### src/rtl/spi_cmd_pkg.sv
`timescale 1ns/1ps
package spi_cmd_pkg;

  localparam int unsigned NUM_OPS = 4;

  typedef enum logic [2:0] {
    OP_NONE = 3'd0,
    OP_WSTA = 3'd1,
    OP_WBUF = 3'd2,
    OP_RBUF = 3'd3,
    OP_RSTA = 3'd4
  } op_e;

  typedef enum logic [2:0] {
    ST_IDLE,
    ST_CMD,
    ST_ADDR,
    ST_DUMMY,
    ST_LOAD,
    ST_DATA,
    ST_HALT
  } st_e;

  function automatic logic op_is_read(op_e op);
    return (op == OP_RBUF) || (op == OP_RSTA);
  endfunction

  // Reads need one system cycle to fetch their word before data starts.
  function automatic st_e data_entry(op_e op);
    return op_is_read(op) ? ST_LOAD : ST_DATA;
  endfunction

endpackage

### src/rtl/spi_pin_sync.sv
`timescale 1ns/1ps
module spi_pin_sync #(
  parameter int unsigned WIDTH    = 3,
  parameter int unsigned STAGES   = 2,
  parameter logic [WIDTH-1:0] RST_VAL = '0,
  parameter int unsigned EDGE_BIT = 0
) (
  input  logic             clk,
  input  logic             rst_n,
  input  logic [WIDTH-1:0] pin_i,
  output logic [WIDTH-1:0] sync_o,
  output logic             rise_o
);

  logic [WIDTH-1:0] stage_q [STAGES];
  logic             edge_q;

  always_ff @(posedge clk or negedge rst_n) begin
    if (!rst_n) begin
      for (int s = 0; s < STAGES; s++) stage_q[s] <= RST_VAL;
      edge_q <= RST_VAL[EDGE_BIT];
    end else begin
      stage_q[0] <= pin_i;
      for (int s = 1; s < STAGES; s++) stage_q[s] <= stage_q[s-1];
      edge_q <= stage_q[STAGES-1][EDGE_BIT];
    end
  end

  assign sync_o = stage_q[STAGES-1];
  assign rise_o = stage_q[STAGES-1][EDGE_BIT] & ~edge_q;

endmodule

### src/rtl/spi_cmd_match.sv
`timescale 1ns/1ps
module spi_cmd_match
  import spi_cmd_pkg::*;
#(
  parameter int unsigned CODE_W = 8,
  parameter int unsigned N_OPS  = NUM_OPS
) (
  input  logic [CODE_W-1:0]       code_i,
  input  logic                    prog_en_i,
  input  logic [N_OPS*CODE_W-1:0] prog_codes_i,
  input  logic [N_OPS-1:0]        op_en_i,
  output op_e                     op_o,
  output logic                    hit_o
);

  logic [N_OPS-1:0] hit;

  for (genvar i = 0; i < N_OPS; i++) begin : g_op
    logic [CODE_W-1:0] ref_code;
    assign ref_code = prog_en_i ? prog_codes_i[i*CODE_W +: CODE_W]
                                : CODE_W'(i + 1);
    assign hit[i]   = op_en_i[i] && (code_i == ref_code);
  end

  // Lowest operation index wins when programmed codes collide.
  always_comb begin
    op_o  = OP_NONE;
    hit_o = |hit;
    for (int i = N_OPS - 1; i >= 0; i--) begin
      if (hit[i]) op_o = op_e'(3'(i + 1));
    end
  end


  always_comb begin
    if (!prog_en_i && (code_i == CODE_W'(1)) && op_en_i[0]) begin
      fixed_wsta_chk: assert (op_o == OP_WSTA);
    end
  end

endmodule

### src/rtl/spi_slave_fsm.sv
`timescale 1ns/1ps
module spi_slave_fsm
  import spi_cmd_pkg::*;
#(
  parameter int unsigned CODE_W   = 8,
  parameter int unsigned DATA_W   = 32,
  parameter int unsigned BUF_AW   = 4,
  parameter int unsigned DLEN_W   = 8,
  parameter int unsigned ALEN_W   = 6,
  parameter int unsigned OPC_W    = 4,
  localparam int unsigned SLEN_W  = $clog2(DATA_W),
  localparam int unsigned CNT_W   = (DLEN_W > ALEN_W) ? DLEN_W : ALEN_W
) (
  input  logic                      clk,
  input  logic                      rst_n,
  input  logic                      clr_i,
  input  logic                      rise_i,
  input  logic                      cs_i,
  input  logic                      mosi_i,
  output logic                      miso_o,
  output logic [CODE_W-1:0]         code_o,
  input  op_e                       dec_op_i,
  input  logic                      dec_hit_i,
  input  logic [NUM_OPS-1:0]        dummy_en_i,
  input  logic [NUM_OPS*DLEN_W-1:0] dummy_len_i,
  input  logic [ALEN_W-1:0]         wbuf_alen_i,
  input  logic [ALEN_W-1:0]         rbuf_alen_i,
  input  logic                      rb_sel_i,
  input  logic [SLEN_W-1:0]         stat_len_i,
  input  logic [DATA_W-1:0]         host_status_i,
  output logic [DATA_W-1:0]         master_status_o,
  output logic                      we_o,
  output logic [BUF_AW-1:0]         idx_o,
  output logic [DATA_W-1:0]         wdata_o,
  input  logic [DATA_W-1:0]         rdata_i,
  output logic [2:0]                last_cmd_o,
  output logic [OPC_W-1:0]          op_count_o
);

  st_e                st_q,   st_n;
  logic [CNT_W-1:0]   cnt_q,  cnt_n;
  logic [CODE_W-2:0]  cmd_q,  cmd_n;
  op_e                op_q,   op_n;
  logic [BUF_AW-1:0]  adr_q,  adr_n;
  logic [BUF_AW-1:0]  idx_q,  idx_n;
  logic [DATA_W-1:0]  rx_q,   rx_n;
  logic [DATA_W-1:0]  tx_q,   tx_n;
  logic [DATA_W-1:0]  mst_q,  mst_n;
  op_e                last_q, last_n;
  logic [OPC_W-1:0]   opc_q,  opc_n;
  logic               we_q,   we_n;
  logic [DATA_W-1:0]  wd_q,   wd_n;

  logic [1:0]         dec_idx, cur_idx;
  logic [ALEN_W-1:0]  alen_cur;
  logic [DLEN_W-1:0]  dlen_cur;
  logic [CNT_W-1:0]   dlim;
  logic [BUF_AW:0]    adr_wide;
  logic [BUF_AW-1:0]  adr_shift;
  logic [DATA_W-1:0]  rx_shift;
  logic [DATA_W-1:0]  stat_src;
  logic [DATA_W-1:0]  stat_aligned;
  logic               stat_op;

  assign code_o       = {cmd_q, mosi_i};
  assign dec_idx      = 2'(3'(dec_op_i) - 3'd1);
  assign cur_idx      = 2'(3'(op_q) - 3'd1);
  assign alen_cur     = (op_q == OP_RBUF) ? rbuf_alen_i : wbuf_alen_i;
  assign dlen_cur     = dummy_len_i[cur_idx*DLEN_W +: DLEN_W];
  assign stat_op      = (op_q == OP_WSTA) || (op_q == OP_RSTA);
  assign dlim         = stat_op ? CNT_W'(stat_len_i) : CNT_W'(DATA_W - 1);
  assign adr_wide     = {adr_q, mosi_i};
  assign adr_shift    = adr_wide[BUF_AW-1:0];
  assign rx_shift     = {rx_q[DATA_W-2:0], mosi_i};
  assign stat_src     = rb_sel_i ? mst_q : host_status_i;
  assign stat_aligned = stat_src << (SLEN_W'(DATA_W - 1) - stat_len_i);

  always_comb begin
    st_n   = st_q;
    cnt_n  = cnt_q;
    cmd_n  = cmd_q;
    op_n   = op_q;
    adr_n  = adr_q;
    idx_n  = idx_q;
    rx_n   = rx_q;
    tx_n   = tx_q;
    mst_n  = mst_q;
    last_n = last_q;
    opc_n  = opc_q;
    we_n   = 1'b0;
    wd_n   = wd_q;
    if (clr_i) begin
      st_n   = ST_IDLE;
      cnt_n  = '0;
      cmd_n  = '0;
      op_n   = OP_NONE;
      adr_n  = '0;
      idx_n  = '0;
      rx_n   = '0;
      tx_n   = '0;
      mst_n  = '0;
      last_n = OP_NONE;
      opc_n  = '0;
      wd_n   = '0;
    end else if (cs_i) begin
      st_n  = ST_IDLE;
      cnt_n = '0;
      op_n  = OP_NONE;
    end else begin
      unique case (st_q)
        ST_IDLE: begin
          st_n  = ST_CMD;
          cnt_n = '0;
          cmd_n = '0;
        end
        ST_CMD: begin
          if (rise_i) begin
            cmd_n = code_o[CODE_W-2:0];
            if (cnt_q == CNT_W'(CODE_W - 1)) begin
              cnt_n = '0;
              rx_n  = '0;
              if (dec_hit_i) begin
                op_n   = dec_op_i;
                last_n = dec_op_i;
                if ((dec_op_i == OP_WBUF) || (dec_op_i == OP_RBUF)) st_n = ST_ADDR;
                else if (dummy_en_i[dec_idx])                       st_n = ST_DUMMY;
                else                                                st_n = data_entry(dec_op_i);
              end else begin
                st_n = ST_HALT;
              end
            end else begin
              cnt_n = cnt_q + 1'b1;
            end
          end
        end
        ST_ADDR: begin
          if (rise_i) begin
            adr_n = adr_shift;
            if (cnt_q == CNT_W'(alen_cur)) begin
              cnt_n = '0;
              idx_n = adr_shift;
              st_n  = dummy_en_i[cur_idx] ? ST_DUMMY : data_entry(op_q);
            end else begin
              cnt_n = cnt_q + 1'b1;
            end
          end
        end
        ST_DUMMY: begin
          if (rise_i) begin
            if (cnt_q == CNT_W'(dlen_cur)) begin
              cnt_n = '0;
              st_n  = data_entry(op_q);
            end else begin
              cnt_n = cnt_q + 1'b1;
            end
          end
        end
        ST_LOAD: begin
          tx_n  = (op_q == OP_RSTA) ? stat_aligned : rdata_i;
          cnt_n = '0;
          st_n  = ST_DATA;
        end
        ST_DATA: begin
          if (rise_i) begin
            rx_n = rx_shift;
            tx_n = tx_q << 1;
            if (cnt_q == dlim) begin
              cnt_n = '0;
              st_n  = ST_HALT;
              opc_n = opc_q + 1'b1;
              if (op_q == OP_WSTA) mst_n = rx_shift;
              if (op_q == OP_WBUF) begin
                we_n = 1'b1;
                wd_n = rx_shift;
              end
            end else begin
              cnt_n = cnt_q + 1'b1;
            end
          end
        end
        ST_HALT: begin
          st_n = ST_HALT;
        end
        default: st_n = ST_IDLE;
      endcase
    end
  end

  always_ff @(posedge clk or negedge rst_n) begin
    if (!rst_n) begin
      st_q   <= ST_IDLE;
      cnt_q  <= '0;
      cmd_q  <= '0;
      op_q   <= OP_NONE;
      adr_q  <= '0;
      idx_q  <= '0;
      rx_q   <= '0;
      tx_q   <= '0;
      mst_q  <= '0;
      last_q <= OP_NONE;
      opc_q  <= '0;
      we_q   <= 1'b0;
      wd_q   <= '0;
    end else begin
      st_q   <= st_n;
      cnt_q  <= cnt_n;
      cmd_q  <= cmd_n;
      op_q   <= op_n;
      adr_q  <= adr_n;
      idx_q  <= idx_n;
      rx_q   <= rx_n;
      tx_q   <= tx_n;
      mst_q  <= mst_n;
      last_q <= last_n;
      opc_q  <= opc_n;
      we_q   <= we_n;
      wd_q   <= wd_n;
    end
  end

  assign miso_o          = (st_q == ST_DATA) && op_is_read(op_q) && tx_q[DATA_W-1];
  assign master_status_o = mst_q;
  assign we_o            = we_q;
  assign idx_o           = idx_q;
  assign wdata_o         = wd_q;
  assign last_cmd_o      = last_q;
  assign op_count_o      = opc_q;


  cs_abort_chk: assert property (@(posedge clk) disable iff (!rst_n)
    cs_i |=> ((st_q == ST_IDLE) && !miso_o));


  count_step_chk: assert property (@(posedge clk) disable iff (!rst_n)
    ((opc_q != $past(opc_q)) && !$past(clr_i)) |-> (opc_q == OPC_W'($past(opc_q) + 1'b1)));


  we_pulse_chk: assert property (@(posedge clk) disable iff (!rst_n)
    we_q |=> !we_q);


  halt_sticky_chk: assert property (@(posedge clk) disable iff (!rst_n)
    (st_q == ST_HALT) |=> ((st_q == ST_HALT) || (st_q == ST_IDLE)));


  last_range_chk: assert property (@(posedge clk) disable iff (!rst_n)
    ((last_q != $past(last_q)) && !$past(clr_i)) |->
      (last_q inside {OP_WSTA, OP_WBUF, OP_RBUF, OP_RSTA}));

endmodule

### src/rtl/spi_cmd_slave.sv
`timescale 1ns/1ps
module spi_cmd_slave
  import spi_cmd_pkg::*;
#(
  parameter int unsigned CODE_W  = 8,
  parameter int unsigned DATA_W  = 32,
  parameter int unsigned BUF_AW  = 4,
  parameter int unsigned DLEN_W  = 8,
  parameter int unsigned ALEN_W  = 6,
  parameter int unsigned OPC_W   = 4,
  parameter int unsigned SYNC_ST = 2,
  localparam int unsigned SLEN_W = $clog2(DATA_W)
) (
  input  logic                      clk,
  input  logic                      rst_n,
  input  logic                      soft_clr,
  input  logic                      spi_sclk,
  input  logic                      spi_cs_n,
  input  logic                      spi_mosi,
  output logic                      spi_miso,
  input  logic                      cmd_prog_en,
  input  logic [NUM_OPS*CODE_W-1:0] cmd_codes,
  input  logic                      sta_en,
  input  logic                      wbuf_en,
  input  logic                      rbuf_en,
  input  logic [NUM_OPS-1:0]        dummy_en,
  input  logic [NUM_OPS*DLEN_W-1:0] dummy_len,
  input  logic [ALEN_W-1:0]         wbuf_alen,
  input  logic [ALEN_W-1:0]         rbuf_alen,
  input  logic                      stat_rb_sel,
  input  logic [SLEN_W-1:0]         stat_len,
  input  logic [DATA_W-1:0]         host_status,
  output logic [DATA_W-1:0]         master_status,
  output logic                      buf_we,
  output logic [BUF_AW-1:0]         buf_waddr,
  output logic [DATA_W-1:0]         buf_wdata,
  output logic [BUF_AW-1:0]         buf_raddr,
  input  logic [DATA_W-1:0]         buf_rdata,
  output logic [2:0]                last_cmd,
  output logic [OPC_W-1:0]          op_count
);

  logic [2:0]         pins_sync;
  logic               sclk_rise;
  logic [CODE_W-1:0]  cmd_code;
  op_e                dec_op;
  logic               dec_hit;
  logic [NUM_OPS-1:0] op_en;
  logic [BUF_AW-1:0]  word_idx;

  assign op_en = {sta_en, rbuf_en, wbuf_en, sta_en};

  spi_pin_sync #(
    .WIDTH   (3),
    .STAGES  (SYNC_ST),
    .RST_VAL (3'b010),
    .EDGE_BIT(0)
  ) u_sync (
    .clk    (clk),
    .rst_n  (rst_n),
    .pin_i  ({spi_mosi, spi_cs_n, spi_sclk}),
    .sync_o (pins_sync),
    .rise_o (sclk_rise)
  );

  spi_cmd_match #(
    .CODE_W(CODE_W),
    .N_OPS (NUM_OPS)
  ) u_match (
    .code_i       (cmd_code),
    .prog_en_i    (cmd_prog_en),
    .prog_codes_i (cmd_codes),
    .op_en_i      (op_en),
    .op_o         (dec_op),
    .hit_o        (dec_hit)
  );

  spi_slave_fsm #(
    .CODE_W(CODE_W),
    .DATA_W(DATA_W),
    .BUF_AW(BUF_AW),
    .DLEN_W(DLEN_W),
    .ALEN_W(ALEN_W),
    .OPC_W (OPC_W)
  ) u_fsm (
    .clk             (clk),
    .rst_n           (rst_n),
    .clr_i           (soft_clr),
    .rise_i          (sclk_rise),
    .cs_i            (pins_sync[1]),
    .mosi_i          (pins_sync[2]),
    .miso_o          (spi_miso),
    .code_o          (cmd_code),
    .dec_op_i        (dec_op),
    .dec_hit_i       (dec_hit),
    .dummy_en_i      (dummy_en),
    .dummy_len_i     (dummy_len),
    .wbuf_alen_i     (wbuf_alen),
    .rbuf_alen_i     (rbuf_alen),
    .rb_sel_i        (stat_rb_sel),
    .stat_len_i      (stat_len),
    .host_status_i   (host_status),
    .master_status_o (master_status),
    .we_o            (buf_we),
    .idx_o           (word_idx),
    .wdata_o         (buf_wdata),
    .rdata_i         (buf_rdata),
    .last_cmd_o      (last_cmd),
    .op_count_o      (op_count)
  );

  assign buf_waddr = word_idx;
  assign buf_raddr = word_idx;

endmodule

### config.mk
export PLATFORM = sky130hd
export DESIGN_NAME = spi_cmd_slave
export DESIGN_NICKNAME = d
export VERILOG_FILES = /design/src/rtl/spi_cmd_pkg.sv /design/src/rtl/spi_pin_sync.sv /design/src/rtl/spi_cmd_match.sv /design/src/rtl/spi_slave_fsm.sv /design/src/rtl/spi_cmd_slave.sv
export SDC_FILE = /design/constraint.sdc
export NUM_CORES = 1
export LEC_CHECK = 0
export ABC_AREA = 1
export CAP_MARGIN = 20
export CORE_MARGIN = 10
export CORE_UTILIZATION = 45
export CTS_CLUSTER_DIAMETER = 30
export CTS_CLUSTER_SIZE = 14
export DETAILED_ROUTE_END_ITERATION = 16
export PLACE_DENSITY = 0.72
export SYNTH_ARGS = -nofsm -noshare
export SYNTH_HDL_FRONTEND = slang
export SYNTH_SLANG_ARGS = --single-unit
### constraint.sdc
create_clock -name clk -period 3.6 [get_ports clk]
set_input_delay 0.72 -clock clk [delete_from_list [all_inputs] [get_ports clk]]
set_output_delay 0.72 -clock clk [all_outputs]
set_load 0.02 [all_outputs]
# Word-level counts from Yosys, hierarchy flattened

Index checks and enable logic that the tools add are counted.

Register bits: 170
Latch bits: 0
RAM bits: 0
Memory bits (read-only): 0
Bits of input ports: 160
Output and inout bits: 81
Word-level logic and storage cells: 201
Memories: 0

Add/sub/neg operators: 5
Multiply operators: 0
Div/mod/pow operators: 0
Order comparisons: 2
Equality and inequality tests: 33
Shift operators: 2
Mux-type cells: 98
Bitwise gates (word level): 2
Reduce and logical (&&, ||, !) cells: 43

Operator list:

| kind                 | number |
|---|---|
| $mux W32             | 17 |
| $mux W31             | 5 |
| $mux W8              | 14 |
| $mux W3              | 30 |
| $pmux W32 S2         | 1 |
| $pmux W31 S2         | 1 |
| $eq A8 B8 Y1         | 6 |
| $mux W4              | 10 |
| $pmux W8 S5          | 1 |
| $shiftx A32 B6 Y8    | 1 |
| $shl A32 B5 Y32      | 1 |
| $reduce_and A5 Y1    | 5 |
| $mux W7              | 3 |
| $pmux W3 S7          | 1 |
| $reduce_bool A3 Y1   | 7 |
| $reduce_bool A2 Y1   | 10 |
| $eq A3 B2 Y1 const B | 6 |
| $ne A4 B3 Y1 const B | 4 |
| $ne A4 B4 Y1 const B | 4 |
| $eq A3 B3 Y1 const B | 5 |
| $pmux W7 S2          | 1 |
| $reduce_and A4 Y1    | 3 |
| $mux W1              | 10 |
| $reduce_and A3 Y1    | 3 |
| other kinds (23)     | 36 |

# Depth between registers and ports, before layout

Gate-level depths: netlist (run 1).

Word-level depth: 18
Mapped depth: 19
Gate-level depth less buffers: 17

# Hierarchy

A second synthesis (run 1) with hierarchy kept.

Cells, all modules: 1842
Area total of the unflattened synthesis: 11969.0 sq um

By module, submodules not included:

| module        | times used | cells an instance | area each (sq um) | seq. area each (sq um) |
|---|---|---|---|---|
| spi_slave_fsm | 1          | 1597              | 10724.0           | 4078.9 |
| spi_cmd_match | 1          | 229               | 1004.7            | 0.0 |
| spi_pin_sync  | 1          | 12                | 210.2             | 177.7 |
| spi_cmd_slave | 1          | 4                 | 30.0              | 0.0 |

# Worst setup path after synthesis (run 1)

OpenSTA, ideal clock, no wires.

Path kind: flip-flop to flip-flop
Start point: register u_fsm.op_q[0]
End point: register u_fsm.cnt_q[3]
Library setup time: 124 ps
Data arrival time: 2401 ps
Data required time: 3476 ps
Setup slack: 1076 ps
Cell stages (with the launch flop): 19
Buffers on the path: 3
Period minus slack after synthesis: 2524 ps
Cells stage by stage: dfrtp_1 > buf_2 > inv_1 > buf_2 > ha_1 > buf_2 > clkinv_1 > nand3_1 > nand2_1 > nand2_1 > nand2_1 > a21oi_1 > nand2_1 > nor2_1 > nor2_1 > nor2_2 > nand2_1 > a21oi_2 > nor2_1

Word-level cells in the longest chain between the ends: 9

Ends and longest elaborated chain:

| what                                                  | RTL line             | source |
|---|---|---|
| start: declaration                                    | spi_slave_fsm.sv:43  | `op_e op_q, op_n;` |
| start signal: assignment                              | spi_slave_fsm.sv:208 | `op_q <= op_n;` |
| branches (longest 6 deep; another with $sub A2 B1 Y2) | -                    |  |
| $pmux W8 S5 (*)                                       | spi_slave_fsm.sv:110 | `unique case (st_q)` |
| $mux W8 (*)                                           | spi_slave_fsm.sv:105 | `end else if (cs_i) begin` |
| $mux W8 (*)                                           | spi_slave_fsm.sv:92  | `if (clr_i) begin` |
| end signal: assignment                                | spi_slave_fsm.sv:206 | `cnt_q <= cnt_n;` |
| end: declaration                                      | spi_slave_fsm.sv:41  | `logic [CNT_W-1:0] cnt_q, cnt_n;` |

Every way passes the cells marked *. The select of a mux whose other input is x is not followed.
A chain may end at the register's enable or synchronous reset.

# Worst setup path in the final report (run 1)

Start point: register u_fsm.op_q[0]
End point: output port spi_miso

Word-level cells in the longest chain between the ends: 4

Ends and longest elaborated chain:

| what                                         | RTL line             | source |
|---|---|---|
| $eq A3 B2 Y1 or $eq A3 B3 Y1 (tied branches) | spi_cmd_pkg.sv:25    | `return (op == OP_RBUF) \|\| (op == OP_RSTA);` |
| $logic_or A1 B1 Y1 (*)                       | spi_cmd_pkg.sv:25    |  |
| $logic_and A1 B1 Y1 (*) (2 in a row)         | spi_slave_fsm.sv:221 | `assign miso_o = (st_q == ST_DATA) && op_is_read(op_q) && tx_q[DATA_W-1];` |
| end: declaration                             | spi_cmd_slave.sv:20  | `output logic spi_miso,` |

Every way passes the cells marked *; elsewhere a longest branch is shown, timed or not.

==> flow_summary.html, run 1 <==
<table>
<tr><th>Metric</th><th>Value</th></tr>
<tr><th colspan="2">GRT</th></tr>
<tr><td>All-Layer GR Usage</td><td>0.2388</td></tr>
<tr><td>Met3 track demand over resource</td><td>0.05334</td></tr>
<tr><td>Total congestion overflow after global routing</td><td>0</td></tr>
<tr><td>Via count of the first global-routing pass</td><td>11160</td></tr>
<tr><td>GR Layer Usage met2</td><td>0.3774</td></tr>
<tr><td>Antenna violations before repair</td><td>3</td></tr>
<tr><td>Pin count of the biggest net entering global routing</td><td>94</td></tr>
<tr><td>Met1 global-route usage</td><td>0.3212</td></tr>
<tr><td>Wire length of the first global-routing pass</td><td>roughly 61000 um</td></tr>
<tr><td>GRT busiest layer</td><td>met2</td></tr>
<tr><th colspan="2">Layout</th></tr>
<tr><td>Final instance count without filler cells</td><td>roughly 2200</td></tr>
<tr><td>Utilization after layout</td><td>0.5889</td></tr>
<tr><td>Synth-to-Final Area Change</td><td>28.71%</td></tr>
<tr><td>Final non-filler cell area</td><td>approximately 14000 um2</td></tr>
<tr><td>Fin nets</td><td>2023</td></tr>
<tr><td>Fill cell instance count of the final layout</td><td>2303</td></tr>
<tr><td>Share of post-route cells with drive strength above 1</td><td>0.05668</td></tr>
<tr><th colspan="2">Drt</th></tr>
<tr><td>Initial detailed-routing violation count</td><td>roughly 1200</td></tr>
<tr><td>Ratio of routed vias to standard cells</td><td>5.349</td></tr>
<tr><td>Detailed-route DRC error count</td><td>0</td></tr>
<tr><td>Total via count after detailed routing</td><td>approximately 12000</td></tr>
<tr><td>Average wire per cell in the routed design</td><td>17.31 um</td></tr>
<tr><td>Antenna Violating Nets Remaining</td><td>0</td></tr>
<tr><td>Detailed-routing iteration count for the pre-antenna-repair pass</td><td>8</td></tr>
<tr><td>Total Wirelength</td><td>38020 um</td></tr>
<tr><th colspan="2">Job</th></tr>
<tr><td>Number of maximum-capacitance constraint violations</td><td>0</td></tr>
<tr><th colspan="2">Critical path</th></tr>
<tr><td>Cell with the largest stage delay on the worst path</td><td>clkdlybuf4s50_1</td></tr>
<tr><td>CP Launch Type</td><td>flip-flop</td></tr>
<tr><td>Max Fanout on Critical Path</td><td>21</td></tr>
<tr><td>CP Data Arrival Time</td><td>2.63 ns</td></tr>
<tr><td>Type of destination of the critical path</td><td>primary output</td></tr>
<tr><td>CP cell instances</td><td>ha_1 -&gt; nand2_1 -&gt; inv_1 -&gt; nor2_1 -&gt; nor3b_1 -&gt; clkdlybuf4s50_1</td></tr>
<tr><td>Delay of the slowest critical-path stage</td><td>0.68 ns</td></tr>
<tr><td>Classification of the worst setup path</td><td>reg2out</td></tr>
<tr><td>Data required time at the worst endpoint</td><td>2.88 ns</td></tr>
<tr><th colspan="2">Status</th></tr>
<tr><td>Status</td><td>complete, no violations</td></tr>
<tr><th colspan="2">Timing</th></tr>
<tr><td>Worst slew margin</td><td>0.3516</td></tr>
<tr><td>Slew at the pin closest to its max-slew limit</td><td>0.9727 ns</td></tr>
<tr><td>Worst clock skew</td><td>0.01623 ns</td></tr>
<tr><td>Highest attainable clock frequency</td><td>298.8 MHz</td></tr>
<tr><td>Setup repair after global routing missed its margin</td><td>no</td></tr>
<tr><td>Final Hold Viols</td><td>0</td></tr>
<tr><td>Final setup fails</td><td>0</td></tr>
<tr><td>Fin. max-slew vios</td><td>0</td></tr>
<tr><td>Final critical path time including I/O delays and setup</td><td>3.346 ns</td></tr>
<tr><td>Share of the clock period used by the worst path after layout</td><td>0.9295</td></tr>
<tr><td>Sum Neg Setup Slack</td><td>0 ns</td></tr>
<tr><th colspan="2">Floorplan</th></tr>
<tr><td>Chip Width</td><td>177.5 um</td></tr>
<tr><td>Initial cell density of the core</td><td>0.4575</td></tr>
<tr><td>Core area</td><td>24390 um2</td></tr>
<tr><td>Floorplan die height</td><td>177.5 um</td></tr>
<tr><td>Area of the die</td><td>31500 um2</td></tr>
<tr><td>Ports placed on the boundary</td><td>241</td></tr>
<tr><td>Number of rows created at floorplan</td><td>57</td></tr>
<tr><th colspan="2">Clocking</th></tr>
<tr><td>Clock tree sinks</td><td>170</td></tr>
<tr><td>Buffer depth of the longest clock path</td><td>2</td></tr>
<tr><td>Count of hold-fix buffers inserted at cts</td><td>0</td></tr>
<tr><td>Clock tree root driver cell</td><td>clkbuf_16</td></tr>
<tr><td>Buffers inserted by post-CTS timing repair</td><td>0</td></tr>
<tr><td>TritonCTS Buffers</td><td>17</td></tr>
<tr><td>Clock latency on the worst-skew pair</td><td>0.44 ns</td></tr>
<tr><td>TritonCTS clock tree</td><td>built</td></tr>
<tr><td>H-tree Lvls</td><td>4</td></tr>
<tr><td>Register clock-pin slew on the reported worst setup and hold paths</td><td>0.08 ns</td></tr>
<tr><td>CTS-repair resized insts</td><td>0</td></tr>
<tr><th colspan="2">Synthesis</th></tr>
<tr><td>Syn_nets</td><td>1837</td></tr>
<tr><td>List of most frequent post-synthesis cells</td><td>nand2_1 (629), nand3_1 (171), dfrtp_1 (168)</td></tr>
<tr><td>Cell Area, Synth</td><td>11160 um2</td></tr>
<tr><td>Largest area contributor in the synthesized netlist</td><td>dfrtp_1</td></tr>
<tr><td>Area share of the largest cell type after synthesis</td><td>0.3767</td></tr>
<tr><td>Post-synthesis area per instance</td><td>6.678 um2</td></tr>
<tr><td>Synth top area cells</td><td>dfrtp_1 (38%), nand2_1 (21%), nand3_1 (7.7%)</td></tr>
<tr><td>Number of distinct library cells after synthesis</td><td>42</td></tr>
<tr><td>EDFF count, synth</td><td>0</td></tr>
<tr><td>Sequential fraction of the synthesis area</td><td>0.3814</td></tr>
<tr><td>Leading cell type by number of instances after synthesis</td><td>nand2_1</td></tr>
<tr><td>Most instantiated flip-flop cell in the synthesis netlist</td><td>dfrtp_1</td></tr>
<tr><td>Flop and latch count out of synthesis</td><td>170</td></tr>
<tr><td>Cells after synthesis</td><td>1671</td></tr>
<tr><td>Count of synthesis-stage warnings from yosys</td><td>0</td></tr>
<tr><td>Proportion of register bits with asynchronous set or reset after synthesis</td><td>1.000</td></tr>
<tr><th colspan="2">Pwr</th></tr>
<tr><td>Portion of total power attributed to the clock network</td><td>0.324</td></tr>
<tr><td>Largest voltage drop on the vdd net</td><td>0.3085 mV</td></tr>
<tr><td>Static power due to leakage</td><td>6.758 nW</td></tr>
<tr><td>Sequential share of power</td><td>0.397</td></tr>
<tr><td>Sw power</td><td>around 2.2 mW</td></tr>
<tr><td>Internal Dissipation</td><td>3.921 mW</td></tr>
<tr><td>Sw Ratio</td><td>0.3581</td></tr>
<tr><td>PD cells</td><td>425.3 nW/um2</td></tr>
<tr><td>Fraction of power consumed by combinational cells</td><td>0.279</td></tr>
<tr><th colspan="2">Place</th></tr>
<tr><td>Number of port buffers</td><td>240</td></tr>
<tr><td>Placed cells</td><td>between 2000 and 2500</td></tr>
<tr><td>Placer's final routability congestion estimate</td><td>about 0.96</td></tr>
<tr><td>Post-DP Area</td><td>~14000 um2</td></tr>
<tr><td>Detailed Place HPWL</td><td>between 20000 and 30000 um</td></tr>
<tr><th colspan="2">Worst hold path</th></tr>
<tr><td>HP Class</td><td>in2async</td></tr>
</table>
placed cells by master (no fill, tap or decap), drive strengths merged, types with 16 or more instances in the layout:
master,instances
nand4,22
o211ai,20
nor2,130
clkdlybuf4s50,239
dfrtp,168
nand3,172
buf,27
o21ai,193
inv,102
a21oi,17
or2,16
o21a,34
clkbuf,17
nand2,635
worst paths after layout:
check | from | endpoint | slack, ns | depth (start not counted)
setup reg to reg | u_fsm.op_q[0] | u_fsm.master_status_o[20] | 0.46 | 14
hold / removal | rst_n | u_fsm.cnt_q[7] | 0.30 | 1
setup / recovery | u_fsm.op_q[0] | spi_miso | 0.25 | 6
hold reg to reg | u_sync.stage_q[3] | u_sync.sync_o[0] | 0.35 | 0
max in group asynchronous | rst_n | u_fsm.master_status_o[17] | 2.44 | 2
min in group clk | u_sync.stage_q[3] | u_sync.sync_o[0] | 0.35 | 0
cell families after synthesis:
group | count (synthesis) | share of synthesized area
XOR/XNOR | 12 | 0.009418
buffers and inverters | 195 | 0.07714
flip-flops | 170 | 0.3814
AND/OR/NAND/NOR | 992 | 0.3704
adder cells (fa/ha/maj) | 6 | 0.006727
multiplexers | 11 | 0.009867
AO/OA/AOI/OAI | 285 | 0.1450
sequential cells by signal, summed over array words and instances, names as in the netlist:
name                   count
u_fsm.adr_q                3
u_fsm.cmd_q                7
u_fsm.cnt_q                8
u_fsm.idx_o                4
u_fsm.last_cmd_o           3
u_fsm.master_status_o     32
u_fsm.op_count_o           4
u_fsm.op_q                 3
u_fsm.rx_q                31
u_fsm.st_q                 3
u_fsm.tx_q                32
u_fsm.wdata_o             32
u_fsm.we_o                 1
u_sync.edge_q              1
u_sync.stage_q             3
u_sync.sync_o              3
critical path, delay by kind of cell (launching register included):
kind	cells	cell delay, ns
and+or+nand+nor	3	0.55
buffers and inverters	2	0.84
DFF	1	0.59
adders and majority gates	1	0.22
power by group through the flow:
stage	logic, mW	registers, mW	clock network, mW
after global routing	1.89	2.46	2.09
after floorplan	0.785	2.56	0
final	1.70	2.43	1.98
after detailed placement	1.70	2.45	0
after CTS	1.71	2.42	2.01
after global placement	1.68	2.45	0
metrics by stage:
| stage | hold slack (ns) | total power [mW] | setup WS [ns] |
|---|---|---|---|
| after floorplan | 0.3312 | 3.343 | 1.076 |
| after global placement | 0.3327 | 4.123 | 0.4746 |
| after detailed placement | 0.3381 | 4.154 | 0.4294 |
| after CTS | 0.3551 | 6.144 | 0.02408 |
| after global routing | 0.3593 | 6.439 | 0.1595 |
| final | 0.3015 | 6.109 | 0.2536 |
layout make-up:
type	instances	area, um2	share of cell area
diodes	3	7.507	0.0005226
clock inverters	15	221.5	0.01542
inverters	96	360.3	0.02509
well taps	324	405.4	0.02822
repair buffers	266	2636	0.1835
multi-input cells	1306	6050	0.4212
flip-flops and latches	170	4258	0.2964
clock buffers	17	425.4	0.02962
routing by layer:
metal / up-vias / wire (um)
met5: - / 0
met4: 0 / 797
met3: 51 / 2660
met2: 414 / 17780
met1: 5455 / 16780
li1: 5831 / -
No activity file was read; power rests on OpenSTA's default activity.
==> run 2: changes to the inputs <==
--- a/config.mk
+++ b/config.mk
@@ -16,3 +16,4 @@
 export SYNTH_ARGS = -nofsm -noshare
 export SYNTH_HDL_FRONTEND = slang
 export SYNTH_SLANG_ARGS = --single-unit
+export TNS_END_PERCENT = 30
==> results of run 2 <==
No change in the layout: final DEF, timing and power equal those of run 1.
